--- src/rtl/card_seq_pkg.sv ---
package card_seq_pkg;
  typedef enum logic [2:0] {
    PH_IDLE  = 3'd0,
    PH_UP    = 3'd1,
    PH_ON    = 3'd2,
    PH_DOWN  = 3'd3,
    PH_SLEEP = 3'd4
  } phase_t;
endpackage

--- src/rtl/card_seq_fsm.sv ---
module card_seq_fsm
  import card_seq_pkg::*;
#(
  parameter int UP_DONE = 14,
  parameter int DN_DONE = 10,
  parameter int CW      = 4
) (
  input  logic          clk,
  input  logic          rst_n,
  input  logic          tick,
  input  logic          start_n,
  input  logic          mode,
  input  logic          ready,
  input  logic          stop,
  output phase_t        phase,
  output logic [CW-1:0] cnt
);
  localparam logic [CW-1:0] UP_LAST = CW'(UP_DONE - 1);
  localparam logic [CW-1:0] DN_LAST = CW'(DN_DONE - 1);

  logic armed;
  logic go;

  assign go = (phase == PH_IDLE) && mode && !start_n && armed && ready;

  always_ff @(posedge clk or negedge rst_n) begin
    if (!rst_n) begin
      armed <= 1'b0;
    end else if (start_n || !mode) begin
      armed <= 1'b1;
    end else if (go) begin
      armed <= 1'b0;
    end
  end

  always_ff @(posedge clk or negedge rst_n) begin
    if (!rst_n) begin
      phase <= PH_IDLE;
      cnt   <= '0;
    end else begin
      case (phase)
        PH_IDLE: begin
          cnt <= '0;
          if (!mode)   phase <= PH_SLEEP;
          else if (go) phase <= PH_UP;
        end
        PH_UP: begin
          if (stop) begin
            phase <= PH_DOWN;
            cnt   <= '0;
          end else if (tick) begin
            if (cnt == UP_LAST) begin
              phase <= PH_ON;
              cnt   <= '0;
            end else begin
              cnt <= cnt + 1'b1;
            end
          end
        end
        PH_ON: begin
          if (stop) begin
            phase <= PH_DOWN;
            cnt   <= '0;
          end
        end
        PH_DOWN: begin
          if (tick) begin
            if (cnt == DN_LAST) begin
              phase <= mode ? PH_IDLE : PH_SLEEP;
              cnt   <= '0;
            end else begin
              cnt <= cnt + 1'b1;
            end
          end
        end
        PH_SLEEP: begin
          cnt <= '0;
          if (mode) phase <= PH_IDLE;
        end
        default: begin
          phase <= PH_IDLE;
          cnt   <= '0;
        end
      endcase
    end
  end
endmodule

--- src/rtl/card_clk_gate.sv ---
module card_clk_gate (
  input  logic clk,
  input  logic rst_n,
  input  logic clear,
  input  logic window,
  input  logic force_on,
  input  logic host_rst,
  output logic run
);
  always_ff @(posedge clk or negedge rst_n) begin
    if (!rst_n) begin
      run <= 1'b0;
    end else if (clear) begin
      run <= 1'b0;
    end else if ((window && host_rst) || force_on) begin
      run <= 1'b1;
    end
  end
endmodule

--- src/rtl/card_alarm_hold.sv ---
module card_alarm_hold #(
  parameter int HOLD_TICKS = 800
) (
  input  logic clk,
  input  logic rst_n,
  input  logic tick,
  input  logic supply_low,
  output logic alarm
);
  localparam int AW = $clog2(HOLD_TICKS + 1);
  localparam logic [AW-1:0] HOLD_LOAD = AW'(HOLD_TICKS);

  logic [AW-1:0] left;

  always_ff @(posedge clk or negedge rst_n) begin
    if (!rst_n) begin
      left <= '0;
    end else if (supply_low) begin
      left <= HOLD_LOAD;
    end else if (tick && left != '0) begin
      left <= left - 1'b1;
    end
  end

  assign alarm = supply_low || (left != '0);
endmodule

--- src/rtl/card_fault_latch.sv ---
module card_fault_latch (
  input  logic clk,
  input  logic rst_n,
  input  logic in_session,
  input  logic card_flt,
  input  logic start_n,
  output logic fault_n
);
  always_ff @(posedge clk or negedge rst_n) begin
    if (!rst_n) begin
      fault_n <= 1'b1;
    end else if (card_flt && in_session) begin
      fault_n <= 1'b0;
    end else if (start_n && !card_flt) begin
      fault_n <= 1'b1;
    end
  end
endmodule

--- src/rtl/card_session_seq.sv ---
module card_session_seq
  import card_seq_pkg::*;
#(
  parameter int UP_VCC_TK  = 3,
  parameter int UP_IO_TK   = 8,
  parameter int UP_DONE_TK = 14,
  parameter int DN_CLK_TK  = 1,
  parameter int DN_IO_TK   = 2,
  parameter int DN_VCC_TK  = 3,
  parameter int DN_DONE_TK = 10,
  parameter int HOLD_TICKS = 800
) (
  input  logic clk,
  input  logic rst_n,
  input  logic tick,
  input  logic start_n,
  input  logic mode,
  input  logic host_rst,
  input  logic flt_ovc,
  input  logic flt_gone,
  input  logic flt_hot,
  input  logic supply_low,
  output logic stepup_en,
  output logic vcc_en,
  output logic io_en,
  output logic clk_en,
  output logic rst_en,
  output logic card_rst,
  output logic fault_n,
  output logic alarm,
  output logic low_power
);
  localparam int MAXTK = (UP_DONE_TK > DN_DONE_TK) ? UP_DONE_TK : DN_DONE_TK;
  localparam int CW    = $clog2(MAXTK + 1);
  localparam logic [CW-1:0] K_UP_VCC = CW'(UP_VCC_TK);
  localparam logic [CW-1:0] K_UP_IO  = CW'(UP_IO_TK);
  localparam logic [CW-1:0] K_DN_CLK = CW'(DN_CLK_TK);
  localparam logic [CW-1:0] K_DN_IO  = CW'(DN_IO_TK);
  localparam logic [CW-1:0] K_DN_VCC = CW'(DN_VCC_TK);
  localparam logic [CW-1:0] K_DN_END = CW'(DN_DONE_TK);

  phase_t        phase;
  logic [CW-1:0] cnt;
  logic          card_flt, stop, ready, clk_run;
  logic          ph_up, ph_on, ph_dn;

  assign card_flt = flt_ovc || flt_gone || flt_hot;
  assign stop     = start_n || !mode || card_flt || supply_low;
  assign ready    = fault_n && !alarm && !card_flt;

  card_seq_fsm #(
    .UP_DONE(UP_DONE_TK),
    .DN_DONE(DN_DONE_TK),
    .CW(CW)
  ) u_fsm (
    .clk(clk), .rst_n(rst_n), .tick(tick), .start_n(start_n), .mode(mode),
    .ready(ready), .stop(stop), .phase(phase), .cnt(cnt)
  );

  assign ph_up = (phase == PH_UP);
  assign ph_on = (phase == PH_ON);
  assign ph_dn = (phase == PH_DOWN);

  card_clk_gate u_clk (
    .clk(clk), .rst_n(rst_n),
    .clear(phase == PH_IDLE || phase == PH_SLEEP),
    .window(ph_up && cnt >= K_UP_IO),
    .force_on(ph_on),
    .host_rst(host_rst),
    .run(clk_run)
  );

  card_alarm_hold #(.HOLD_TICKS(HOLD_TICKS)) u_alarm (
    .clk(clk), .rst_n(rst_n), .tick(tick), .supply_low(supply_low), .alarm(alarm)
  );

  card_fault_latch u_fault (
    .clk(clk), .rst_n(rst_n), .in_session(ph_up || ph_on),
    .card_flt(card_flt), .start_n(start_n), .fault_n(fault_n)
  );

  assign stepup_en = ph_up || ph_on || (ph_dn && cnt < K_DN_END);
  assign vcc_en    = (ph_up && cnt >= K_UP_VCC) || ph_on || (ph_dn && cnt < K_DN_VCC);
  assign io_en     = (ph_up && cnt >= K_UP_IO) || ph_on || (ph_dn && cnt < K_DN_IO);
  assign clk_en    = (ph_up && clk_run) || ph_on || (ph_dn && clk_run && cnt < K_DN_CLK);
  assign rst_en    = ph_on;
  assign card_rst  = ph_on && host_rst;
  assign low_power = (phase == PH_SLEEP);
endmodule

--- config.mk ---
export PLATFORM = sky130hd
export DESIGN_NAME = card_session_seq
export DESIGN_NICKNAME = d
export VERILOG_FILES = /design/src/rtl/card_seq_pkg.sv /design/src/rtl/card_seq_fsm.sv /design/src/rtl/card_clk_gate.sv /design/src/rtl/card_alarm_hold.sv /design/src/rtl/card_fault_latch.sv /design/src/rtl/card_session_seq.sv
export SDC_FILE = /design/constraint.sdc
export NUM_CORES = 1
export LEC_CHECK = 0
export BUFFER_PORTS_ARGS = -buffer_cell sky130_fd_sc_hd__buf_2
export CAP_MARGIN = 0
export CELL_PAD_IN_SITES_DETAIL_PLACEMENT = 0
export CELL_PAD_IN_SITES_GLOBAL_PLACEMENT = 2
export CORE_MARGIN = 3
export CORE_UTILIZATION = 39
export CTS_BUF_LIST = sky130_fd_sc_hd__clkbuf_8
export DETAILED_ROUTE_END_ITERATION = 12
export GPL_TIMING_DRIVEN = 1
export PLACE_DENSITY_LB_ADDON = 0.3
export SLEW_MARGIN = 30
export SYNTH_ARGS = -nofsm -noshare
export SYNTH_HDL_FRONTEND = slang
export SYNTH_SLANG_ARGS = --single-unit
--- constraint.sdc ---
create_clock -name clk -period 2.7 [get_ports clk]
set_clock_uncertainty 0.15 [all_clocks]
set_input_delay 0.405 -clock clk [delete_from_list [all_inputs] [get_ports clk]]
set_output_delay 0.405 -clock clk [all_outputs]
set_load 0.01 [all_outputs]
# Word level (Yosys, flattened, before mapping)
# Index checks and enable logic that the tools add are counted.
classes:
  eq_ne: 13
  reduce_logical: 47
  addsub: 2
  mux: 26
  magnitude_cmp: 6
op_table:
  columns: ["op", "n"]
  rows:
  - ["$mux 3", 10]
  - ["$mux 4", 6]
  - ["$mux 10", 2]
  - ["$logic_and 1x1->1", 19]
  - ["$logic_or 1x1->1", 16]
  - ["$pmux 3 s5", 1]
  - ["$pmux 4 s3", 1]
  - ["$reduce_bool 10->1", 1]
  - ["$sub 10x1->10 const B", 1]
  - ["$eq 4x4->1 const B", 2]
  - ["$lt 4x2->1 const B", 2]
  - ["$reduce_bool 2->1", 4]
  - ["$reduce_and 7->1", 1]
  - ["$eq 3x2->1 const B", 2]
  - ["$mux 1", 6]
  - ["$ne 2x2->1 const B", 3]
  - ["$ne 3x2->1 const B", 2]
  - ["$add 4x1->4 const B", 1]
  - ["$ge 4x2->1 const B", 1]
  - ["$ge 4x4->1 const B", 1]
  - ["$logic_not 1->1", 4]
  - ["$lt 4x1->1 const B", 1]
  - ["$lt 4x4->1 const B", 1]
  - ["$eq 3x1->1 const B", 1]
  - ["other kinds (5)", 5]
totals:
  inputBits: 10
  word_cells: 100
  output_inout_bits: 9
  reg_bits: 20

# Longest topological paths before layout
depth:
  ltp_word: 9
  depth_mapped: 7
  mapped_depth_nobuf: 7

# Cells and area by module
# Synthesis repeated with hierarchy kept, for this count alone.
unflattened:
  hier_cells: 148
  hier_area_um2: 1386.3
by_module_without_submodules:
  columns: ["module", "cells_per_inst", "n_inst", "area_each_um2", "seq_area_each_um2"]
  rows:
  - ["card_alarm_hold", 64, 1, 615.6, 250.2]
  - ["card_seq_fsm", 54, 1, 545.5, 200.2]
  - ["card_session_seq", 23, 1, 148.9, 0.0]
  - ["card_fault_latch", 4, 1, 40.0, 26.3]
  - ["card_clk_gate", 3, 1, 36.3, 25.0]

# Least setup slack after synthesis
# Ideal clock, no wire load.
synth_path:
  kind: "flip-flop to output port"
  from: "register u_alarm.left[5]"
  to: "output alarm"
  path_buffers: 0
  path_stages_with_launch: 4
  path_slack_ns: 0.759
  arrival_ns: 1.386
  required_ns: 2.145
  cell_sequence: "dfrtp_1 -> nor4_2 -> nand3_1 -> or2_2"
synth_via:
  elab_chain_len: 2
synth_rtl:
  columns: ["element", "line_no", "text"]
  rows:
  - ["start: declaration", "card_alarm_hold.sv:13", "logic [AW-1:0] left;"]
  - ["start signal: assignment", "card_alarm_hold.sv:21", "left <= left - 1'b1;"]
  - ["$reduce_bool 10->1", "card_alarm_hold.sv:25", "assign alarm = supply_low || (left != '0);"]
  - ["$logic_or 1x1->1", "card_alarm_hold.sv:25", null]
  - ["end: declaration", "card_session_seq.sv:30", "output logic alarm,"]
# No other way between the ends.

# Final worst setup path
# Ends and elaborated chain as after synthesis.

==> metrics <==
unrepaired setup endpoints after global routing=no; syn avg cell area=9.11 µm²; Gate Count Post-Synth=141; clk slew on worst S/H paths=0.07 ns; CP required=2.14 ns; Slowest cell on crit path=dfrtp_1; Pins Over Slew Limit=0; DR DRC count=0; Post-Syn Nets=around 160; CP Capture Type=output pin; Core ar.=3100 µm²; routed via count=slightly above 1000; largest net degree at the start of global routing=21; CTS Sinks=20; Tmin final=2.31 ns; cell taking the most area after synthesis=dfrtp_1; Detailed Place HPWL=2.04 mm; layout cell share with drive strength beyond 1=0.220; actual slew at the worst max-slew pin=0.473 ns; total clock buffers created by CTS=3; HP Class=input port to register; CTS root buf=clkbuf_8; CP Class=register to output pin; Hold Vio Cnt, Final=0; PwrDens=435 nW/µm²; Mapped Area=1280 µm²; status=finished clean; MaxCap Viol Count=0; worst vdd ir=0.208 mV; Die ar.=between 4000 and 5000 µm²; cell family with most CP delay=simple AND/OR/NAND/NOR gates; IO buf count=18; Final setup viols=0; Slew headroom=0.685; FMAX=0.433 GHz; number of global-route vias before repair=1093; routed length per placed instance=roughly 13 µm; area fraction of the dominant cell type after synthesis=0.370; initial antenna violation count=0; Post-synth EDFFs=0; YS warnings=0; crit-path max cell delay=0.45 ns; crit path max fanout=5; clk buf depth=2; CP Buf/Inv Count=1; row count=20; area grow syn2layout=14.7%; flop2flop setup slack=0.73 ns; Fillers=330; register area share after synthesis=0.390; Placer Congestion=0.799; Yosys cell types=43; register bit count reported by yosys=20; crit path DAT=1.76 ns; first-pass GRT wire length=4.90 mm; htree depth=1; Top Ports=19; critical-path cell list=nor4_2, nand3_1, or2_2, buf_2; ys flop type=dfrtp_1; Resized Gates After CTS=0; area of the multi-input gates=732 µm²; Die X-Extent=63.4 µm; Post-DRT Antenna Nets=0; Routed WL=approximately 2.7 mm; final global-route overflow total=0; total track usage=0.153; period utilisation layout=0.856; Die H=approximately 63 µm; via/cell ratio=5.11; starting density of the core=0.414; Clk Latency, worst-skew pair=0.25 ns; Synth area leaders=dfrtp_1 (37%), nor2_1 (5.0%), ha_1 (4.9%); # diodes=0; First DRT Iteration DRCs=30; pre-CTS WS=~0.63 ns; Startpoint Class=register; flip-flop and latch area=502 µm²; 1st-pass router iterations=4; worst setup margin=0.389 ns; Hold WS=0.186 ns; leakage=0.631 nW; nets=175; setup TNS=0 ns; CTS tree=built; ys async rst share=1.00
-- power by group --
group	switching (mW)	total, mW	internal (mW)
Clock	0.0977	0.227	0.130
Combinational	0.0448	0.0804	0.0356
Sequential	0.0184	0.333	0.315
Total	0.161	0.641	0.480
-- layout by cell type (no fill, tap or decap), drive strengths merged --
cell         Yosys  layout
o2111ai          1       1
buf              3      19
a32oi            1       1
and3             1       1
clkbuf           3       4
nand3            4       4
nand3b           1       1
o2bb2a           1       1
dfstp            1       1
nor3             5       5
o32ai            1       1
a211oi           3       3
a21o             1       1
nor4             2       2
nand4            1       1
a21oi           10      10
or4b             1       1
dlygate4sd3      0       1
dfrtp           19      19
nand2b           4       4
nor2            17      17
xnor2            5       5
nand2           14      14
xor2             4       4
inv              6       6
or2              2       2
nor2b            4       4
o21ai            6       6
ha               5       5
and2             1       1
o31ai            4       4
a22o             2       2
a211o            1       1
or3              3       3
a311oi           1       1
or3b             1       1
o21bai           2       2
-- cell families after synthesis --
| group | synth area share |
|---|---|
| fa+ha+maj | 0.0487 |
| simple gates | 0.255 |
| xor+xnor | 0.0613 |
| flops | 0.390 |
| compound gates | 0.204 |
| buf+inv | 0.0399 |
-- flip-flops by register name, summed over array words and instances, names as in the netlist --
signal / count
u_alarm.left: 10
u_clk.run: 1
u_fault.fault_n: 1
u_fsm.armed: 1
u_fsm.cnt: 4
u_fsm.phase: 3
-- final timing paths --
path | start | endpoint | cells past startpoint
min in group asynchronous | rst_n | u_alarm.left[5]$_DFFE_PN0P_ | 2
max reg2reg | u_fsm.phase[1]$_DFFE_PN0P_ | u_fsm.cnt[3]$_DFFE_PN0P_ | 5
max in group asynchronous | rst_n | u_fault.fault_n$_DFFE_PN1P_ | 2
max | u_alarm.left[5]$_DFFE_PN0P_ | alarm | 4
min | mode | u_fsm.phase[2]$_DFFE_PN0P_ | 2
min reg2reg | u_fault.fault_n$_DFFE_PN1P_ | u_fault.fault_n$_DFFE_PN1P_ | 2
-- timing repair --
action,in CTS,in global routing
setup buffers,0,0
hold buffers,1,0
endpoints found under the hold margin,19,0
-- metal layers --
layer | vias up | GRT usage | wire length, µm
met4 | 0 | 0.0458 | 36
li1 | 533 | - | -
met1 | 478 | 0.196 | 1270
met3 | 4 | 0.0392 | 120
met2 | 23 | 0.253 | 1310
met5 | - | 0 | 0
-- worst reg2reg max path, cell delays in order (launching register included) --
cell	delay, ns
dfrtp_1	0.55
nor2b_1	0.23
o21ai_0	0.33
o32ai_4	0.17
or2_1	0.25
o31ai_2	0.20
-- area by class of cell --
class,instances,share of cell area
multi-input cells,109,0.497
flip-flops and latches,20,0.340
repair buffers,20,0.0730
clock buffers,4,0.0374
well taps,44,0.0374
inverters,6,0.0153
-- per-stage QoR --
step           instance area, µm²  utilization  cells  power, mW
3_3_place_gp                 1410        0.454    198      0.417
2_1_floorplan                1280            -    141      0.389
4_1_cts                      1470        0.475    203      0.653
6_report                     1470        0.475    203      0.641
5_1_grt                      1470        0.475    203      0.685
3_5_place_dp                 1410        0.454    198      0.419
-- cells in the mapped netlist (2+ instances only) --
| library cell | n |
|---|---|
| a211oi_1 | 2 |
| a21oi_1 | 10 |
| buf_2 | 2 |
| clkbuf_1 | 3 |
| dfrtp_1 | 19 |
| ha_1 | 5 |
| inv_1 | 6 |
| nand2_1 | 14 |
| nand2b_1 | 4 |
| nand3_1 | 4 |
| nor2_1 | 17 |
| nor2b_1 | 4 |
| nor3_1 | 4 |
| nor4_2 | 2 |
| o21ai_0 | 6 |
| o21bai_1 | 2 |
| o31ai_1 | 3 |
| or3_4 | 2 |
| xnor2_1 | 5 |
| xor2_1 | 4 |
Note: power is estimated with default switching activity, not from simulation.
